===== src/rtl/sreg_pkg.sv =====
package sreg_pkg;
  typedef enum logic [2:0] {
    TGT_PSW,
    TGT_MAIN_SP,
    TGT_PROC_SP,
    TGT_FMASK,
    TGT_CTRL,
    TGT_NONE
  } tgt_e;

  localparam int unsigned PSW_VIEWS       = 8;
  localparam int unsigned SEL_MAIN_SP     = 8;
  localparam int unsigned SEL_PROC_SP     = 9;
  localparam int unsigned SEL_FMASK       = 19;
  localparam int unsigned SEL_CTRL        = 20;
  localparam int unsigned VIEW_NOFLAG_BIT = 2;
  localparam int unsigned VIEW_EXC_BIT    = 0;
endpackage


===== src/rtl/sreg_sel_decode.sv =====
module sreg_sel_decode
  import sreg_pkg::*;
#(
  parameter int unsigned SEL_W = 8
) (
  input  logic [SEL_W-1:0] sel,
  output tgt_e             tgt
);
  always_comb begin
    if (sel < SEL_W'(PSW_VIEWS)) begin
      tgt = TGT_PSW;
    end else begin
      case (sel)
        SEL_W'(SEL_MAIN_SP): tgt = TGT_MAIN_SP;
        SEL_W'(SEL_PROC_SP): tgt = TGT_PROC_SP;
        SEL_W'(SEL_FMASK):   tgt = TGT_FMASK;
        SEL_W'(SEL_CTRL):    tgt = TGT_CTRL;
        default:             tgt = TGT_NONE;
      endcase
    end
  end
endmodule


===== src/rtl/sreg_read_mux.sv =====
module sreg_read_mux
  import sreg_pkg::*;
#(
  parameter int unsigned DATA_W  = 32,
  parameter int unsigned FLAG_LO = 27,
  parameter int unsigned EXC_W   = 9,
  parameter int unsigned CTRL_W  = 2
) (
  input  tgt_e              tgt,
  input  logic              view_noflag,
  input  logic              view_exc,
  input  logic              priv,
  input  logic              rd_en,
  input  logic              proc_active,
  input  logic [DATA_W-1:0] psw_in,
  input  logic [DATA_W-1:0] sp_live,
  input  logic [DATA_W-1:0] sp_banked,
  input  logic              fmask_in,
  input  logic [CTRL_W-1:0] ctrl_in,
  output logic [DATA_W-1:0] rdata
);
  localparam logic [DATA_W-1:0] ONE       = DATA_W'(1);
  localparam logic [DATA_W-1:0] FLAG_MASK = ~((ONE << FLAG_LO) - ONE);
  localparam logic [DATA_W-1:0] EXC_MASK  = (ONE << EXC_W) - ONE;

  logic [DATA_W-1:0] view_mask;

  // the execution-state bits sit in neither mask, so they always read as zero
  always_comb begin
    view_mask = '0;
    if (!view_noflag)
      view_mask = view_mask | FLAG_MASK;
    if (view_exc && priv)
      view_mask = view_mask | EXC_MASK;
  end

  always_comb begin
    rdata = '0;
    if (rd_en) begin
      case (tgt)
        TGT_PSW:     rdata = psw_in & view_mask;
        TGT_CTRL:    rdata = DATA_W'(ctrl_in);
        TGT_MAIN_SP: if (priv) rdata = proc_active ? sp_banked : sp_live;
        TGT_PROC_SP: if (priv) rdata = proc_active ? sp_live : sp_banked;
        TGT_FMASK:   if (priv) rdata = DATA_W'(fmask_in);
        default:     rdata = '0;
      endcase
    end
  end
endmodule


===== src/rtl/sreg_write_ctl.sv =====
module sreg_write_ctl
  import sreg_pkg::*;
#(
  parameter int unsigned DATA_W  = 32,
  parameter int unsigned FLAG_LO = 27
) (
  input  tgt_e              tgt,
  input  logic              view_noflag,
  input  logic              priv,
  input  logic              wr_en,
  input  logic              proc_active,
  input  logic              new_spsel,
  output logic              psw_we,
  output logic [DATA_W-1:0] psw_wmask,
  output logic              live_sp_we,
  output logic              banked_sp_we,
  output logic              fmask_we,
  output logic              ctrl_we,
  output logic              sp_swap
);
  localparam logic [DATA_W-1:0] ONE       = DATA_W'(1);
  localparam logic [DATA_W-1:0] FLAG_MASK = ~((ONE << FLAG_LO) - ONE);

  always_comb begin
    psw_we       = 1'b0;
    psw_wmask    = '0;
    live_sp_we   = 1'b0;
    banked_sp_we = 1'b0;
    fmask_we     = 1'b0;
    ctrl_we      = 1'b0;
    sp_swap      = 1'b0;
    if (wr_en) begin
      case (tgt)
        TGT_PSW: begin
          // flags are the only writable status bits, and only through flag views
          if (!view_noflag) begin
            psw_we    = 1'b1;
            psw_wmask = FLAG_MASK;
          end
        end
        TGT_MAIN_SP: begin
          live_sp_we   = priv && !proc_active;
          banked_sp_we = priv && proc_active;
        end
        TGT_PROC_SP: begin
          live_sp_we   = priv && proc_active;
          banked_sp_we = priv && !proc_active;
        end
        TGT_FMASK: fmask_we = priv;
        TGT_CTRL: begin
          ctrl_we = priv;
          sp_swap = priv && (new_spsel != proc_active);
        end
        default: ;
      endcase
    end
  end
endmodule


===== src/rtl/sreg_access_unit.sv =====
module sreg_access_unit
  import sreg_pkg::*;
#(
  parameter int unsigned DATA_W    = 32,
  parameter int unsigned SEL_W     = 8,
  parameter int unsigned FLAG_LO   = 27,
  parameter int unsigned EXC_W     = 9,
  parameter int unsigned CTRL_W    = 2,
  parameter int unsigned SPSEL_BIT = 1
) (
  input  logic              clk,
  input  logic              rst_n,
  input  logic [SEL_W-1:0]  sel,
  input  logic              rd_en,
  input  logic              wr_en,
  input  logic [DATA_W-1:0] wdata,
  input  logic              priv,
  input  logic [DATA_W-1:0] psw_in,
  input  logic [DATA_W-1:0] sp_live,
  input  logic [DATA_W-1:0] sp_banked,
  input  logic              fmask_in,
  input  logic [CTRL_W-1:0] ctrl_in,
  output logic [DATA_W-1:0] rdata,
  output logic              psw_we,
  output logic [DATA_W-1:0] psw_wmask,
  output logic              live_sp_we,
  output logic              banked_sp_we,
  output logic              fmask_we,
  output logic              ctrl_we,
  output logic              sp_swap,
  output logic [DATA_W-1:0] st_wdata,
  output logic              sel_err
);
  tgt_e tgt;
  logic view_noflag;
  logic view_exc;
  logic proc_active;

  assign view_noflag = sel[VIEW_NOFLAG_BIT];
  assign view_exc    = sel[VIEW_EXC_BIT];
  assign proc_active = ctrl_in[SPSEL_BIT];

  sreg_sel_decode #(.SEL_W(SEL_W)) u_decode (
    .sel (sel),
    .tgt (tgt)
  );

  sreg_read_mux #(
    .DATA_W (DATA_W),
    .FLAG_LO(FLAG_LO),
    .EXC_W  (EXC_W),
    .CTRL_W (CTRL_W)
  ) u_rmux (
    .tgt        (tgt),
    .view_noflag(view_noflag),
    .view_exc   (view_exc),
    .priv       (priv),
    .rd_en      (rd_en),
    .proc_active(proc_active),
    .psw_in     (psw_in),
    .sp_live    (sp_live),
    .sp_banked  (sp_banked),
    .fmask_in   (fmask_in),
    .ctrl_in    (ctrl_in),
    .rdata      (rdata)
  );

  sreg_write_ctl #(
    .DATA_W (DATA_W),
    .FLAG_LO(FLAG_LO)
  ) u_wctl (
    .tgt         (tgt),
    .view_noflag (view_noflag),
    .priv        (priv),
    .wr_en       (wr_en),
    .proc_active (proc_active),
    .new_spsel   (wdata[SPSEL_BIT]),
    .psw_we      (psw_we),
    .psw_wmask   (psw_wmask),
    .live_sp_we  (live_sp_we),
    .banked_sp_we(banked_sp_we),
    .fmask_we    (fmask_we),
    .ctrl_we     (ctrl_we),
    .sp_swap     (sp_swap)
  );

  assign st_wdata = wr_en ? wdata : '0;
  assign sel_err  = (rd_en || wr_en) && (tgt == TGT_NONE);
endmodule


===== config.mk =====
export PLATFORM = sky130hd
export DESIGN_NAME = sreg_access_unit
export DESIGN_NICKNAME = d
export VERILOG_FILES = /design/src/rtl/sreg_pkg.sv /design/src/rtl/sreg_sel_decode.sv /design/src/rtl/sreg_read_mux.sv /design/src/rtl/sreg_write_ctl.sv /design/src/rtl/sreg_access_unit.sv
export SDC_FILE = /design/constraint.sdc
export NUM_CORES = 1
export LEC_CHECK = 0
export BUFFER_PORTS_ARGS = -buffer_cell sky130_fd_sc_hd__buf_2
export CORE_AREA = 4 4 93 95
export DETAILED_ROUTE_END_ITERATION = 16
export DIE_AREA = 0 0 97 99
export GPL_TIMING_DRIVEN = 0
export PLACE_DENSITY_LB_ADDON = 0.2
export SETUP_SLACK_MARGIN = 0.02
export SLEW_MARGIN = 30
export SYNTH_ARGS = -nofsm -noshare
export SYNTH_HDL_FRONTEND = slang
export SYNTH_HIERARCHICAL = 1
export SYNTH_SLANG_ARGS = --single-unit

===== constraint.sdc =====
create_clock -name vclk -period 3
set_clock_uncertainty 0.1 [all_clocks]
set_input_delay 0.15 -clock vclk [all_inputs]
set_output_delay 0.15 -clock vclk [all_outputs]
set_load 0.01 [all_outputs]

==> run metrics, run 1 <==
Register Area 0 um2; register area share after synthesis 0%; first-pass GRT wire length 10.61 mm; total grt overflow 0; final hold violations 0; vias in the first global route 2122; Worst EP arrival roughly 2.3 ns; Post-Synthesis Cells around 210; largest net degree at the start of global routing 17; Lkg Pwr 1.752 nW; Flop pwr share 0%; worst-path fanout max 16; Fillers 870; initial antenna violation count 0; status finished, final reports clean; placed insts about 540; die width ~97 um; RSZ-0062 raised after global routing no; # nets final roughly 580; row count 32; HPWL Detailed between 6 and 7 mm; Layout area overhead 80.72%; DRT antenna net count 0; # Max-Cap Violations 0; DRC Markers 0; synth warn 6; maximum vdd drop approximately 0.030 mV; most common cell after layout, fill and taps aside buf_2; Slew @ Worst Pin 0.5264 ns; Clk network pwr share 0%; die area approximately 9600 um2; count of flip-flops and latches 0; switching share of power between 40% and 50%; Via Count around 2300; CLK BUF 0; drt pass-1 iters 5; Req. time, crit path ~2.8 ns; sw power ~0.11 mW; Initial Util between 10% and 20%; Pwr Density ~92 nW/um2; Core ar. slightly below 8000 um2; layout cells sized above 1 65.22%; post-CTS setup buffers 0; chip height between 90 and 100 um; Synth Area per Inst 7.228 um2; I/O pin cnt approximately 250; Logic pwr share between 90% and 100%; Worst Setup Path Type input pin to output pin; vias per cell 4.306; Setup crit start kind input pin; GR Util All Layers approximately an eighth; IO Port Bufs 200; final setup violation count 0; Hold Buf Count CTS 0; slew margin rel. between 60% and 70%; final cell count without fillers 539; routability cong. 0.8283; DR iter-0 viols 65; min cycle time layout between 2 and 3 ns; ant diodes 0; post-CTS resize count 0; f_max just under 400 MHz; most frequent cells in the layout buf_2, buf_4, and2_2, conb_1, a22oi_1; synthesized area between 1500 and 2000 um2; setup TNS 0 ns; Setup crit end kind output pin; Cell variety after synth 40; Internal ~0.14 mW; final wirelength roughly 7.0 mm; Final period util 86.04%; hold crit path type input pin to output pin; max-slew violations 0; wire per inst 12.90 um
==> cells in the mapped netlist (2+ instances only) <==
| master | instances | area share [%] |
|---|---|---|
| buf_4 | 34 | 17 |
| and2_2 | 32 | 16 |
| a22oi_1 | 24 | 12 |
| a22o_1 | 18 | 10 |
| o22ai_1 | 13 | 5.3 |
| a21o_1 | 11 | 5.4 |
| nand2_1 | 11 | 2.7 |
| buf_2 | 6 | 2.0 |
| nor2_1 | 6 | 1.5 |
| nand3b_1 | 5 | 2.5 |
| o21ai_0 | 5 | 1.6 |
| nor3_1 | 4 | 1.3 |
| a21oi_1 | 3 | 0.98 |
| clkbuf_2 | 3 | 0.98 |
| nand3_1 | 3 | 0.98 |
| and4b_1 | 2 | 1.3 |
| buf_6 | 2 | 1.5 |
| nand2b_1 | 2 | 0.82 |
| nor2_4 | 2 | 1.5 |
| nor2b_1 | 2 | 0.82 |
| nor4b_1 | 2 | 1.1 |
| or2_1 | 2 | 0.82 |
| or3b_1 | 2 | 1.1 |
==> worst max-delay path, stage by stage <==
cell	delay (ns)
buf_2	0.09
nor3_1	0.38
and4b_1	0.55
nor2b_1	0.19
buf_4	0.18
buf_2	0.24
a22oi_1	0.12
o22ai_1	0.20
a21o_1	0.10
buf_2	0.12
==> cell type report <==
cell class,count,area (um2),share of cell area (%)
inverters,1,3.754,0.1362
repair buffers,200,1001,36.31
multi-input cells,190,1297,47.07
well taps,102,127.6,4.630
plain buffers,46,326.6,11.85
==> worst paths after layout <==
| path | startpoint | to | slack (ns) | cells past startpoint |
|---|---|---|---|---|
| hold / removal | psw_in[8] | rdata[8] | 0.48 | 3 |
| setup / recovery | sel[7] | rdata[29] | 0.42 | 10 |
==> per-stage QoR <==
step	worst slack, ns	hold slack [ns]	total power, mW	utilization (%)	cell area [um2]
after floorplan	0.8496	0.2576	0.1253	-	1623
after global placement	0.2526	0.4809	0.2472	35.61	2751
after detailed placement	0.1688	0.4776	0.2520	35.61	2751
after CTS	0.1587	0.4801	0.2528	35.61	2751
after global routing	0.1968	0.4970	0.2802	35.67	2756
final	0.4187	0.4775	0.2527	35.67	2756
==> routing by layer <==
layer  share of wire [%]  global-route usage [%]  vias up
met5                   0                       0        -
met4                0.69                  0.7559        0
met3                 8.1                   1.982        4
met2                  50                   23.20      123
met1                  41                   16.35      999
li1                    -                       -     1195
==> cells by family after synthesis <==
family	share of synthesized area [%]
and+or+nand+nor	36.75
AOI/OAI and AO/OA	38.39
buffers and inverters	21.66
muxes	2.379
xor gates and xnor gates	0.5743
other	0.2459
==> power groups by stage <==
stage	sequential (mW)	combinational [mW]	clock (mW)
detailed placement	0	0.252	0
global route	0	0.280	0
finish	0	0.253	0
floorplan	0	0.125	0
global placement	0	0.247	0
CTS	0	0.253	0
(Power assumes the default switching activity.)
==> inputs of run 2 (changes only) <==
--- a/config.mk
+++ b/config.mk
@@ -6,14 +6,13 @@
 export NUM_CORES = 1
 export LEC_CHECK = 0
 export BUFFER_PORTS_ARGS = -buffer_cell sky130_fd_sc_hd__buf_2
-export CORE_AREA = 4 4 93 95
+export CORE_AREA = 2 2 96 98
 export DETAILED_ROUTE_END_ITERATION = 16
-export DIE_AREA = 0 0 97 99
+export DIE_AREA = 0 0 98 100
 export GPL_TIMING_DRIVEN = 0
 export PLACE_DENSITY_LB_ADDON = 0.2
-export SETUP_SLACK_MARGIN = 0.02
+export SETUP_SLACK_MARGIN = 0.4
 export SLEW_MARGIN = 30
 export SYNTH_ARGS = -nofsm -noshare
 export SYNTH_HDL_FRONTEND = slang
-export SYNTH_HIERARCHICAL = 1
 export SYNTH_SLANG_ARGS = --single-unit
==> run metrics, run 2 <==
most frequent cells in the layout buf_2, and2_1, nor2_1, buf_4, conb_1 (was buf_2, buf_4, and2_2, conb_1, a22oi_1); most common cell after layout, fill and taps aside buf_2 (unchanged); final cell count without fillers 519 (was 539); count leader, synth and2_1 (was buf_4); crit-path leading delay family simple AND/OR/NAND/NOR gates (unchanged); f_max 492.4 MHz (was 387.4 MHz); count of flip-flops and latches 0 (unchanged); final hold violations 0 (unchanged); # Max-Cap Violations 0 (unchanged); post-CTS resize count 0 (unchanged); Synth top cells by count and2_1, buf_4, nor2_1, a22oi_1, a222oi_1 (was buf_4, and2_2, a22oi_1, a22o_1, o22ai_1); routability cong. 0.7134 (was 0.8283); placed insts 519 (was 539); Crit path largest cell delay 0.42 ns (was 0.55 ns); CP most frequent cell buf_2 (unchanged); Layout area overhead 98.90% (was 80.72%); DR iter-0 viols 60 (was 65); hold crit path type input pin to output pin (unchanged); initial antenna violation count 0 (unchanged); slew margin rel. 59.29% (was 64.77%); HPWL Detailed 5.393 mm (was 6.053 mm); post-route cell area 2489 um2 (was 2756 um2); Setup crit start kind input pin (unchanged); die width 98 um (was 97 um); vias per cell 3.963 (was 4.306); Via Count 2057 (was 2321); register area share after synthesis 0% (unchanged); drt pass-1 iters 4 (was 5); total grt overflow 0 (unchanged); Core Util, Final 27.99% (was 35.67%); Req. time, crit path 2.75 ns (about the same); ant diodes 0 (unchanged); GR Util All Layers 11.31% (was 12.67%); Setup crit end kind output pin (unchanged); Setup crit start sel[5] (was sel[7]); Cell variety after synth 29 (was 40); WP buf/inv 2 (was 4); final setup violation count 0 (unchanged); DRT antenna net count 0 (unchanged); crit path cell chain buf_2 > nor4_4 > nand3b_4 > nor3_4 > a222oi_1 > a21oi_1 > buf_2 (was buf_2 > nor3_1 > and4b_1 > nor2b_1 > buf_4 > buf_2 > a22oi_1 > o22ai_1 > a21o_1 > buf_2); status finished, final reports clean (unchanged); first-pass GRT wire length 9.315 mm (was 10.61 mm); # nets final 554 (was 583); Hold Buf Count CTS 0 (unchanged); top cell type's share of synthesized area 21.00% (was 16.74%); HP Start wdata[31] (was psw_in[8]); pre-CTS WS 0.9437 ns (was 0.1688 ns); DRC Markers 0 (unchanged); Worst EP arrival 1.78 ns (was 2.33 ns); I/O pin cnt 247 (unchanged); IO Port Bufs 200 (unchanged); Min Hold Slack 0.4903 ns (was 0.4775 ns); RSZ-0062 raised after global routing no (unchanged); Initial Util 14.07% (was 19.74%); chip height 100 um (was 99 um); post-CTS setup buffers 0 (unchanged); largest net degree at the start of global routing 11 (was 17); Final period util 67.70% (was 86.04%); CLK BUF 0 (unchanged); layout cells sized above 1 62.01% (was 65.22%); wire per inst 11.82 um (was 12.90 um); min cycle time layout 2.031 ns (was 2.581 ns); PnR worst setup slack 0.9691 ns (was 0.4187 ns); Register Area 0 um2 (unchanged); row count 35 (was 32); Post-Synthesis Cells 182 (was 211); max-slew violations 0 (unchanged); die area 9800 um2 (was 9603 um2); top cell type by total area after synthesis buf_4 (unchanged); top post-synthesis cells by area buf_4, and2_1, a22oi_1, nor2_1, a222oi_1 (was buf_4, and2_2, a22oi_1, a22o_1, a21o_1); Slew @ Worst Pin 0.6084 ns (was 0.5264 ns); vias in the first global route 1906 (was 2122); Core ar. 8890 um2 (was 7727 um2); final wirelength 6.132 mm (was 6.955 mm); Worst Setup Path Type input pin to output pin (unchanged); setup TNS 0 ns (unchanged); Pwr Density 88.42 nW/um2 (was 91.68 nW/um2); synthesized area 1251 um2 (was 1525 um2); Synth Area per Inst 6.875 um2 (was 7.228 um2); placed instance area 2489 um2 (was 2751 um2); worst-path fanout max 7 (was 16); maximum vdd drop 0.04279 mV (was 0.02994 mV); synth warn 0 (was 6); Lkg Pwr 1.469 nW (was 1.752 nW); total power draw 0.2200 mW (was 0.2527 mW); Worst path slowest cell nor3_4 (was and4b_1)
[run 2: changes by cell type after synthesis, sizes merged, moves of 7 or more]
cell,change
a21o,-11
nor2,+28
o22ai,-13
a222oi,+7
nand2,-11
a22o,-10
[run 2: area by class of cell]
class                           instances  area [um2]
Buffer                                 44       315.3
Fill cell                             997        6401
Inverter                                1       3.754
Timing Repair Buffer                  200        1001
Tap cell                              111       138.9
Multi-Input combinational cell        163        1030
[run 2: kinds of logic after synthesis]
family                    Yosys count  synth area share [%]
and+or+nand+nor                    89                 43.00
buffers and inverters              45                 25.50
AOI/OAI and AO/OA                  44                 29.10
xor gates and xnor gates            3                 2.100
other                               1                0.2997
[run 2: power by group]
group / leakage [nW] / internal, mW / switching (mW)
Sequential: 0 / 0 / 0
Clock: 0 / 0 / 0
Combinational: 1.47 / 0.121 / 0.0989
[run 2: worst paths after layout]
path / end / depth (start not counted)
worst min-delay path: st_wdata[31] / 3
worst max-delay path: rdata[0] / 7
[run 2: routing by layer]
metal,share of wire (%),up-vias,wire length (um),track usage [%]
li1,-,1047,-,-
met3,8.7,0,532,1.741
met5,0,-,0,0
met2,49,112,3032,21.34
met1,42,898,2567,14.22
met4,0,0,0,0.6410
